**src/rtl/way_alloc_pkg.sv**
```systemverilog
package way_alloc_pkg;

  // Pass sequencer states
  typedef enum logic [1:0] {
    ST_IDLE  = 2'd0,
    ST_BASE  = 2'd1,
    ST_SCAN  = 2'd2,
    ST_GRANT = 2'd3
  } wa_state_e;

endpackage

```
**src/rtl/wa_reset_sync.sv**
```systemverilog
module wa_reset_sync (
  input  logic clk,
  input  logic rst_n,
  output logic rst_sync_n
);

  logic [1:0] sync_q;

  always_ff @(posedge clk or negedge rst_n) begin
    if (!rst_n) sync_q <= 2'b00;
    else        sync_q <= {sync_q[0], 1'b1};
  end

  assign rst_sync_n = sync_q[1];

endmodule

```
**src/rtl/wa_mu_compare.sv**
```systemverilog
module wa_mu_compare #(
  parameter int CNT_W = 16,
  parameter int WAY_W = 5
) (
  input  logic             clk,
  input  logic             rst_n,
  input  logic [CNT_W-1:0] cand_gain,
  input  logic [WAY_W-1:0] cand_ways,
  input  logic [CNT_W-1:0] best_gain,
  input  logic [WAY_W-1:0] best_ways,
  output logic             better
);

  localparam int PROD_W = CNT_W + WAY_W;

  logic [PROD_W-1:0] cand_scaled;
  logic [PROD_W-1:0] best_scaled;

  // gain/ways ratios compared exactly: cand_gain*best_ways vs best_gain*cand_ways
  always_comb begin
    cand_scaled = PROD_W'(cand_gain) * PROD_W'(best_ways);
    best_scaled = PROD_W'(best_gain) * PROD_W'(cand_ways);
    better      = cand_scaled > best_scaled;
  end

  // a zero gain can never displace the current best
  assert_zero_gain_loses_R4: assert property (@(posedge clk) disable iff (!rst_n)
    (cand_gain == '0) |-> !better);

endmodule

```
**src/rtl/wa_alloc_regs.sv**
```systemverilog
module wa_alloc_regs #(
  parameter int NUM_APPS = 4,
  parameter int WAY_W    = 5,
  parameter int APP_W    = 2
) (
  input  logic                      clk,
  input  logic                      rst_n,
  input  logic                      clr,
  input  logic                      grant_en,
  input  logic [APP_W-1:0]          grant_app,
  input  logic [WAY_W-1:0]          grant_cnt,
  input  logic                      commit,
  output logic [NUM_APPS*WAY_W-1:0] alloc_cur,
  output logic [NUM_APPS*WAY_W-1:0] ways_out
);

  logic [NUM_APPS*WAY_W-1:0] alloc_d;
  logic [NUM_APPS*WAY_W-1:0] alloc_q;
  logic [NUM_APPS*WAY_W-1:0] ways_d;
  logic [NUM_APPS*WAY_W-1:0] ways_q;

  for (genvar a = 0; a < NUM_APPS; a++) begin : g_app
    logic hit;
    assign hit = grant_en && (grant_app == APP_W'(a));

    // working allocation: cleared on a new pass, bumped by grants
    always_comb begin
      alloc_d[a*WAY_W +: WAY_W] = alloc_q[a*WAY_W +: WAY_W];
      if (clr)      alloc_d[a*WAY_W +: WAY_W] = '0;
      else if (hit) alloc_d[a*WAY_W +: WAY_W] = alloc_q[a*WAY_W +: WAY_W] + grant_cnt;
    end

    // committed copy takes the post-grant value in one step
    always_comb begin
      ways_d[a*WAY_W +: WAY_W] = ways_q[a*WAY_W +: WAY_W];
      if (commit) ways_d[a*WAY_W +: WAY_W] = alloc_d[a*WAY_W +: WAY_W];
    end
  end

  always_ff @(posedge clk or negedge rst_n) begin
    if (!rst_n) begin
      alloc_q <= '0;
      ways_q  <= '0;
    end else begin
      alloc_q <= alloc_d;
      ways_q  <= ways_d;
    end
  end

  assign alloc_cur = alloc_q;
  assign ways_out  = ways_q;

  // committed values move only on a commit
  assert_commit_atomic_R8: assert property (@(posedge clk) disable iff (!rst_n)
    !commit |=> $stable(ways_q));

endmodule

```
**src/rtl/way_lookahead_alloc.sv**
```systemverilog
module way_lookahead_alloc #(
  parameter int NUM_APPS = 4,
  parameter int NUM_WAYS = 16,
  parameter int CNT_W    = 16
) (
  input  logic                                         clk,
  input  logic                                         rst_n,
  input  logic                                         start,
  output logic                                         rd_en,
  output logic [((NUM_APPS > 1) ? $clog2(NUM_APPS) : 1)-1:0] rd_app,
  output logic [$clog2(NUM_WAYS+1)-1:0]                rd_pos,
  input  logic [CNT_W-1:0]                             rd_data,
  output logic                                         done,
  output logic [NUM_APPS*$clog2(NUM_WAYS+1)-1:0]       ways_given
);

  import way_alloc_pkg::*;

  localparam int WAY_W = $clog2(NUM_WAYS + 1);
  localparam int APP_W = (NUM_APPS > 1) ? $clog2(NUM_APPS) : 1;
  localparam int SUM_W = WAY_W + APP_W + 1;
  localparam logic [APP_W-1:0] LAST_APP = APP_W'(NUM_APPS - 1);

  logic rst_sn;

  wa_reset_sync u_rst (
    .clk        (clk),
    .rst_n      (rst_n),
    .rst_sync_n (rst_sn)
  );

  // sequencer state
  wa_state_e        state_q, state_d;
  logic [APP_W-1:0] app_q, app_d;
  logic [WAY_W-1:0] dcnt_q, dcnt_d;
  logic [CNT_W-1:0] base_q, base_d;
  logic [CNT_W-1:0] bestg_q, bestg_d;
  logic [WAY_W-1:0] bestd_q, bestd_d;
  logic [APP_W-1:0] besta_q, besta_d;
  logic [APP_W-1:0] rr_q, rr_d;
  logic [WAY_W-1:0] rem_q, rem_d;
  logic             done_q, done_d;

  // allocation register interface
  logic                      clr;
  logic                      grant_en;
  logic [APP_W-1:0]          grant_app;
  logic [WAY_W-1:0]          grant_cnt;
  logic                      commit;
  logic [NUM_APPS*WAY_W-1:0] alloc_cur;
  logic [WAY_W-1:0]          cur_alloc;
  logic [CNT_W-1:0]          gain;
  logic                      better;

  wa_alloc_regs #(
    .NUM_APPS (NUM_APPS),
    .WAY_W    (WAY_W),
    .APP_W    (APP_W)
  ) u_regs (
    .clk       (clk),
    .rst_n     (rst_sn),
    .clr       (clr),
    .grant_en  (grant_en),
    .grant_app (grant_app),
    .grant_cnt (grant_cnt),
    .commit    (commit),
    .alloc_cur (alloc_cur),
    .ways_out  (ways_given)
  );

  assign cur_alloc = alloc_cur[app_q*WAY_W +: WAY_W];

  // read port addressing
  always_comb begin
    rd_app = app_q;
    rd_pos = '0;
    rd_en  = 1'b0;
    if (state_q == ST_BASE) begin
      rd_pos = cur_alloc;
      rd_en  = (cur_alloc != '0);
    end else if (state_q == ST_SCAN) begin
      rd_pos = cur_alloc + dcnt_q;
      rd_en  = 1'b1;
    end
  end

  // hits gained over the base, floored at zero
  assign gain = (rd_data >= base_q) ? (rd_data - base_q) : '0;

  wa_mu_compare #(
    .CNT_W (CNT_W),
    .WAY_W (WAY_W)
  ) u_cmp (
    .clk       (clk),
    .rst_n     (rst_sn),
    .cand_gain (gain),
    .cand_ways (dcnt_q),
    .best_gain (bestg_q),
    .best_ways (bestd_q),
    .better    (better)
  );

  // grant selection: best candidate, or one way by rotation when nothing gains
  always_comb begin
    if (bestg_q == '0) begin
      grant_app = rr_q;
      grant_cnt = WAY_W'(1);
    end else begin
      grant_app = besta_q;
      grant_cnt = bestd_q;
    end
  end

  // next-state logic
  always_comb begin
    state_d  = state_q;
    app_d    = app_q;
    dcnt_d   = dcnt_q;
    base_d   = base_q;
    bestg_d  = bestg_q;
    bestd_d  = bestd_q;
    besta_d  = besta_q;
    rr_d     = rr_q;
    rem_d    = rem_q;
    done_d   = done_q;
    clr      = 1'b0;
    grant_en = 1'b0;
    commit   = 1'b0;
    unique case (state_q)
      ST_IDLE: begin
        if (start) begin
          clr     = 1'b1;
          rem_d   = WAY_W'(NUM_WAYS);
          rr_d    = '0;
          app_d   = '0;
          bestg_d = '0;
          bestd_d = WAY_W'(1);
          besta_d = '0;
          done_d  = 1'b0;
          state_d = ST_BASE;
        end
      end
      ST_BASE: begin
        base_d  = (cur_alloc == '0) ? '0 : rd_data;
        dcnt_d  = WAY_W'(1);
        state_d = ST_SCAN;
      end
      ST_SCAN: begin
        if (better) begin
          bestg_d = gain;
          bestd_d = dcnt_q;
          besta_d = app_q;
        end
        if (dcnt_q == rem_q) begin
          if (app_q == LAST_APP) begin
            state_d = ST_GRANT;
          end else begin
            app_d   = app_q + APP_W'(1);
            state_d = ST_BASE;
          end
        end else begin
          dcnt_d = dcnt_q + WAY_W'(1);
        end
      end
      ST_GRANT: begin
        grant_en = 1'b1;
        rem_d    = rem_q - grant_cnt;
        if (bestg_q == '0) rr_d = (rr_q == LAST_APP) ? '0 : rr_q + APP_W'(1);
        if (rem_q == grant_cnt) begin
          commit  = 1'b1;
          done_d  = 1'b1;
          state_d = ST_IDLE;
        end else begin
          app_d   = '0;
          bestg_d = '0;
          bestd_d = WAY_W'(1);
          besta_d = '0;
          state_d = ST_BASE;
        end
      end
      default: state_d = ST_IDLE;
    endcase
  end

  // state registers
  always_ff @(posedge clk or negedge rst_sn) begin
    if (!rst_sn) begin
      state_q <= ST_IDLE;
      app_q   <= '0;
      dcnt_q  <= '0;
      base_q  <= '0;
      bestg_q <= '0;
      bestd_q <= WAY_W'(1);
      besta_q <= '0;
      rr_q    <= '0;
      rem_q   <= '0;
      done_q  <= 1'b0;
    end else begin
      state_q <= state_d;
      app_q   <= app_d;
      dcnt_q  <= dcnt_d;
      base_q  <= base_d;
      bestg_q <= bestg_d;
      bestd_q <= bestd_d;
      besta_q <= besta_d;
      rr_q    <= rr_d;
      rem_q   <= rem_d;
      done_q  <= done_d;
    end
  end

  assign done = done_q;

  // checker sums
  logic [SUM_W-1:0] alloc_sum;
  logic [SUM_W-1:0] given_sum;
  always_comb begin
    alloc_sum = '0;
    given_sum = '0;
    for (int a = 0; a < NUM_APPS; a++) begin
      alloc_sum = alloc_sum + SUM_W'(alloc_cur[a*WAY_W +: WAY_W]);
      given_sum = given_sum + SUM_W'(ways_given[a*WAY_W +: WAY_W]);
    end
  end

  // granted plus remaining ways always equals the budget during a pass
  assert_budget_kept_R6: assert property (@(posedge clk) disable iff (!rst_sn)
    (state_q != ST_IDLE) |-> (alloc_sum + SUM_W'(rem_q) == SUM_W'(NUM_WAYS)));

  // a grant never exceeds what remains
  assert_grant_fits_R6: assert property (@(posedge clk) disable iff (!rst_sn)
    (state_q == ST_GRANT) |-> (grant_cnt <= rem_q) && (grant_cnt != '0));

  // read address stays on the curve
  assert_rd_range_R9: assert property (@(posedge clk) disable iff (!rst_sn)
    rd_en |-> (rd_pos >= WAY_W'(1)) && (rd_pos <= WAY_W'(NUM_WAYS)));

  // completed result covers every way
  assert_done_total_R2: assert property (@(posedge clk) disable iff (!rst_sn)
    $rose(done_q) |-> (given_sum == SUM_W'(NUM_WAYS)));

  // an accepted start drops done
  assert_start_clears_R2: assert property (@(posedge clk) disable iff (!rst_sn)
    (start && state_q == ST_IDLE) |=> !done_q);

endmodule

```
**config.mk**
```make
export PLATFORM = sky130hd
export DESIGN_NAME = way_lookahead_alloc
export DESIGN_NICKNAME = d
export VERILOG_FILES = /design/src/rtl/way_alloc_pkg.sv /design/src/rtl/wa_reset_sync.sv /design/src/rtl/wa_mu_compare.sv /design/src/rtl/wa_alloc_regs.sv /design/src/rtl/way_lookahead_alloc.sv
export SDC_FILE = /design/constraint.sdc
export NUM_CORES = 1
export LEC_CHECK = 0
export ABC_AREA = 0
export ABC_CLOCK_PERIOD_IN_PS = 3200
export BUFFER_PORTS_ARGS = -buffer_cell sky130_fd_sc_hd__buf_2
export CORE_ASPECT_RATIO = 0.9
export CORE_MARGIN = 3
export CORE_UTILIZATION = 58
export DETAILED_ROUTE_END_ITERATION = 8
export GPL_ROUTABILITY_DRIVEN = 0
export GPL_TIMING_DRIVEN = 0
export MAX_ROUTING_LAYER = met4
export PLACE_DENSITY = 0.79
export SETUP_SLACK_MARGIN = 0.1
export SLEW_MARGIN = 20
export SYNTH_ARGS = -nofsm -noshare
export SYNTH_HDL_FRONTEND = slang
export SYNTH_SLANG_ARGS = --single-unit
```
**constraint.sdc**
```tcl
create_clock -name clk -period 3.2 [get_ports clk]
set_input_delay 0.64 -clock clk [delete_from_list [all_inputs] [get_ports clk]]
set_output_delay 0.64 -clock clk [all_outputs]
set_load 0.01 [all_outputs]
```
# Yosys cells after proc, flatten, opt, wreduce, memory -nomap -nowiden
# Index checks and enable logic that the tools add are counted.
[op_classes]
add_sub_neg = 10
n_mul = 3
n_lt_le_gt_ge = 2
n_eq_ne = 18
shift = 1
n_mux = 51
reduce_logical = 19
[op_table]
columns = ["cell", "n"]
rows = [
  ["$mux 16", 5],
  ["$mux 5", 16],
  ["$pmux 16 s3", 1],
  ["$mul 16x5->21", 2],
  ["$add 5x5->5", 5],
  ["$mux 2", 11],
  ["$gt 21x21->1", 1],
  ["$pmux 5 s2", 2],
  ["$shiftx 20x6->5", 1],
  ["$ge 16x16->1", 1],
  ["$logic_not 16->1", 1],
  ["$sub 16x16->16", 1],
  ["$pmux 5 s3", 1],
  ["$ne 2x2->1 const B", 7],
  ["$eq 2x2->1 const B", 6],
  ["$pmux 2 s3", 2],
  ["$eq 5x5->1", 2],
  ["$mux 1", 10],
  ["$pmux 2 s4", 1],
  ["$reduce_and 2->1", 3],
  ["$reduce_and 3->1", 2],
  ["$add 5x1->5 const B", 1],
  ["$logic_not 5->1", 1],
  ["$mul 2x3->5 const B", 1],
  ["13 further kinds", 20],
]
[totals]
reg_bits = 98
input_bits = 19
out_inout_bits = 29
wordCells = 117

# Longest topological paths before layout
[logic_depth]
word_depth = 6
ltp_mapped = 36
depth_no_buf = 33

# By module
# Synthesis repeated with hierarchy kept, for this count alone.
[hier_totals]
hier_cells = 1285
area_unflattened_um2 = 11481.0
[by_module_without_submodules]
columns = ["mod", "instances", "cells_per_inst", "area_each_um2", "seq_area_each_um2"]
rows = [
  ["wa_mu_compare", 1, 670, 5494.0, 0.0],
  ["way_lookahead_alloc", 1, 404, 3677.3, 1402.6],
  ["wa_alloc_regs", 1, 208, 2255.9, 1001.0],
  ["wa_reset_sync", 1, 3, 53.8, 50.0],
]

# Least setup slack after synthesis
# No wires, ideal clock.
[synth_timing]
kind = "input-to-reg"
from = "input port rd_data[0]"
to = "register bestd_q[1]"
arrival_ns = 7.996
slack_ns = -4.921
stages = 35
path_cell_list = "inv_1 ha_1 inv_1 fa_1 a211oi_1 o21a_1 o21ai_0 a21oi_1 o211a_1 buf_2 buf_1 buf_1 nor3_1 fa_1 fa_1 inv_1 fa_1 inv_1 ha_1 or2_2 a21oi_1 a211o_1 and3_1 o31ai_1 a311oi_1 xnor2_1 ha_1 nand4_1 nor3_1 nand2_1 a21oi_1 nor4_1 o21ai_2 buf_6 mux2_4"
[synth_between]
elab_chain_len = 6
elab_cells_between_ends = 7
cone_classes = "add/sub (1); mul (1); order compare (2); eq/ne (1); mux (1); reduce/logical (1)"
[synth_lines]
columns = ["element", "line_no", "text"]
rows = [
  ["start, declared", "way_lookahead_alloc.sv:12", "input logic [CNT_W-1:0] rd_data,"],
  ["$sub 16x16->16 or $ge 16x16->1 (tied branches)", "way_lookahead_alloc.sv:88", "assign gain = (rd_data >= base_q) ? (rd_data - base_q) : '0;"],
  ["$mux 16 *", "way_lookahead_alloc.sv:88", ""],
  ["$mul 16x5->21 *", "wa_mu_compare.sv:21", "cand_scaled = PROD_W'(cand_gain) * PROD_W'(best_ways);"],
  ["$gt 21x21->1 *", "wa_mu_compare.sv:23", "better = cand_scaled > best_scaled;"],
  ["$ne 2x2->1 (no line) *", "n/a", ""],
  ["$reduce_and 4->1 (no line) *", "n/a", ""],
  ["end signal, assigned", "way_lookahead_alloc.sv:204", "bestd_q <= bestd_d;"],
  ["end, declared", "way_lookahead_alloc.sv:38", "logic [WAY_W-1:0] bestd_q, bestd_d;"],
]
# Every way passes the cells marked *; elsewhere a longest branch is shown, timed or not.
# A chain may end at the register's enable or synchronous reset.

# Final worst setup path
[layout_timing]
from = "register base_q[1]"
to = "register bestg_q[3]"
[layout_between]
elab_chain_len = 6
elab_cells_between_ends = 9
cone_classes = "add/sub (1); mul (1); order compare (2); eq/ne (1); mux (3); reduce/logical (1)"
[layout_lines]
columns = ["element", "line_no", "text"]
rows = [
  ["start, declared", "way_lookahead_alloc.sv:36", "logic [CNT_W-1:0] base_q, base_d;"],
  ["start signal, assigned", "way_lookahead_alloc.sv:202", "base_q <= base_d;"],
  ["$sub 16x16->16 or $ge 16x16->1 (tied branches)", "way_lookahead_alloc.sv:88", ""],
  ["$mux 16 *", "way_lookahead_alloc.sv:88", ""],
  ["$mul 16x5->21", "wa_mu_compare.sv:21", ""],
  ["$gt 21x21->1", "wa_mu_compare.sv:23", ""],
  ["$ne 2x2->1 (no line)", "n/a", ""],
  ["$reduce_and 4->1 (no line)", "n/a", ""],
  ["end signal, assigned", "way_lookahead_alloc.sv:203", "bestg_q <= bestg_d;"],
  ["end, declared", "way_lookahead_alloc.sv:37", "logic [CNT_W-1:0] bestg_q, bestg_d;"],
]
# Every way passes the cells marked *; elsewhere a longest branch is shown, timed or not. The select of a mux whose other input is x is not followed.

==> flow_summary.ini <==
[outcome]
status = finished with violations
violations = negative setup slack

[routing]
drc = 0
avgRoutedWirePerCell_um = 21.7
first_pass_iters = 5
vias_per_cell = 6.41
vias = 10559
drtIter0Drc = 1077
wirelength_mm = 35.7
ant_nets = 0

[synthesis]
synth_top_family_by_area = adder cells
synthSimpleGateAreaFrac = 0.187
yosys.area_share.adder = 0.293
synth_flop_cell = dfrtp_1
synthesis.nets = 1489
ys_types = 66
synth_compound_area_frac = 0.127
ys_seq_area_frac = 0.215
ys_seq_elements = 98
async_reset_ff_frac = 1.00
ys_warn_count = 0
synthCells = 1257
syn_area_um2 = 11400
synth_edf_count = 0
yosys.area_share.xor_xnor = 0.0475
synth.area.mux_share = 0.0693
synth.avg_cell_area_um2 = 9.09

[floorplanning]
core-area_um2 = 19300
die_h_um = 139
die-area_um2 = 21400
io_pins = 48
die_w_um = 154
start_util = 0.592
fp-row-count = 48

[sta]
hold_viol = 0
rsz0062_at_grt = true
setup_slack_ns = -4.34
setup_viol = 50
skew_ns = 0.0102
period_needed_ns = 7.54
final_max_slew_viol_count = 0
setup-tns-final_ns = -103.49
worstMarginPinSlew_ns = 1.12
min_period_over_period = 2.36
maxSlewHeadroom = 0.249
max_freq_mhz = 133

[clock_network]
htreeDepth = 3
clkTransAtPathRegs_ns = 0.07
clockBufferDepth = 2
cts_buffers = 9
cts.sinks = 98
cts-root-buf = clkbuf_16
cts_tree = yes
worstSkewPairLatency_ns = 0.37

[critical_path]
worstPathMaxFanout = 6
slowest_stage = fa_1
critPathKind = reg2reg
cp-start-kind = flip-flop
timing.critical_path.slowest_cell_delay_ns = 0.56
critical_path.most_common_cell = fa_1
critPathArrivalTime_ns = 7.79
end_kind = flip-flop
critPathRequiredTime_ns = 3.45

[min_path]
min_path_type = in2async

[global_route]
grt_pass1_vias = 10430
overflow = 0
grt_use_total = 0.315
grt_max_degree = 51
gr-usage-met1 = 0.415
grt_pass1_wl_mm = 53.4
use_met2 = 0.495
gr-max-usage-layer = met2
antenna_found_initial = 0
use_met3 = 0.0540

[power]
power_leakage_nw = 6.80
power_w = 0.0137
power_density_nw_per_um2 = 979
ir_drop_uv = 781

[finish]
stdcell_count = 1646
layout-drive-gt1-share = 0.248
finalNetCount = 1623
most-common-layout-cells = nand2_1, inv_1, ha_1
regArea_um2 = 2460
fin_area_um2 = 14000
syn2layout_area_growth_pct = 22.9
final_common_cell = nand2_1
antenna_cells = 0
multiInputGateArea_um2 = 9150
n_fill_cell = 1180

[place]
place_inst = 1555
place_ws_ns = -5.12
io_buffers = 47
placed_cell_area_um2 = 12200
dpl.hpwl_mm = 21.8

[run]
drv_cap = 0
## kinds of logic (layout without fill, tap and decap cells)
kind of cell,Yosys count,in the layout
xor+xnor,62,62
fa+ha+maj,213,213
flops,98,98
simple gates,418,418
mux,63,63
compound gates,223,223
other cells,1,1
buf+inv,179,318
## routing by layer
metal | up-vias | routed length, µm
met4 | 0 | 2000
met5 | - | 0
met2 | 700 | 16400
li1 | 4535 | -
met3 | 204 | 3360
met1 | 5120 | 14000
## state kept, by name, indices dropped and copies added (netlist names)
name              count
done                  1
rem_q                 5
rd_app                2
u_rst.sync_q          2
bestd_q               5
u_regs.ways_out      20
state_q               2
besta_q               2
base_q               16
u_regs.alloc_cur     20
rr_q                  2
dcnt_q                5
bestg_q              16
## cell usage after synthesis (6+ instances only)
cell | count | area [µm²]
inv_1 | 134 | 503
nand2_1 | 131 | 492
ha_1 | 122 | 1530
dfrtp_1 | 97 | 2430
fa_1 | 91 | 1820
and2_1 | 75 | 469
a21oi_1 | 67 | 335
nor2_1 | 62 | 233
o21ai_0 | 51 | 255
nor3_1 | 43 | 215
xnor2_1 | 36 | 315
a21o_1 | 32 | 240
clkbuf_1 | 32 | 120
xor2_1 | 26 | 228
mux2_2 | 21 | 236
mux2i_1 | 21 | 210
nor2b_1 | 19 | 119
nand3_1 | 15 | 75.1
mux2_4 | 14 | 210
a211oi_1 | 12 | 90.1
nor4_1 | 12 | 75.1
o21a_1 | 12 | 90.1
nor3b_1 | 11 | 82.6
nand2b_1 | 10 | 62.6
nand4_1 | 9 | 56.3
a211o_1 | 6 | 52.6
buf_1 | 6 | 22.5
nand3b_1 | 6 | 45.0
## critical path, delay by kind of cell (launching register included)
family / cells / cell delay [ns]
adders and majority gates: 6 / 2.37
and+or+nand+nor: 10 / 1.89
AOI/OAI and AO/OA: 8 / 1.56
buffers and inverters: 5 / 0.55
DFF: 1 / 0.37
xor gates and xnor gates: 2 / 0.36
muxes: 1 / 0.31
## final timing paths
check / startpoint / to / slack [ns] / depth (start not counted)
setup / recovery: base_q[1] / bestg_q[3] / -4.34 / 32
hold / removal: rst_n / u_rst.sync_q[1] / 0.04 / 1
setup reg to reg: base_q[1] / bestg_q[3] / -4.34 / 32
hold reg to reg: u_rst.sync_q[0] / u_rst.sync_q[1] / 0.37 / 0
max in group asynchronous: u_rst.sync_q[1] / rr_q[1] / 2.13 / 1
min in group clk: u_rst.sync_q[0] / u_rst.sync_q[1] / 0.37 / 0
## repair_timing
action | in CTS | in global routing
resized for setup | 135 | 60
cloned | 5 | 1
hold buffers | 0 | 0
endpoints found under the setup margin | 55 | 59
pin swaps | 55 | 34
setup buffers | 49 | 24
## metrics by stage
| step | hold slack (ns) | util |
|---|---|---|
| after global routing | 0.0404 | 0.728 |
| after detailed placement | 0.341 | 0.634 |
| after floorplan | 0.331 | - |
| after CTS | 0.0415 | 0.707 |
| after global placement | 0.335 | 0.633 |
| final | 0.0422 | 0.728 |
## power breakdown
part | total [W] | leakage (nW) | switching [W] | internal, W
clock network | 0.00113 | 0.140 | 0.000560 | 0.000566
registers | 0.00228 | 1.27 | 0.000596 | 0.00168
logic | 0.0103 | 5.40 | 0.00563 | 0.00471
total | 0.0137 | 6.80 | 0.00679 | 0.00695
## layout make-up
cell class,instances,area share
Clock buffer,10,0.0170
Sequential cell,98,0.176
Tap cell,250,0.0223
Timing Repair Buffer,125,0.0694
Buffer,42,0.0223
Inverter,135,0.0374
Multi-Input combinational cell,980,0.652
Clock inverter,6,0.00392
Power figures use the tool's default switching activity.
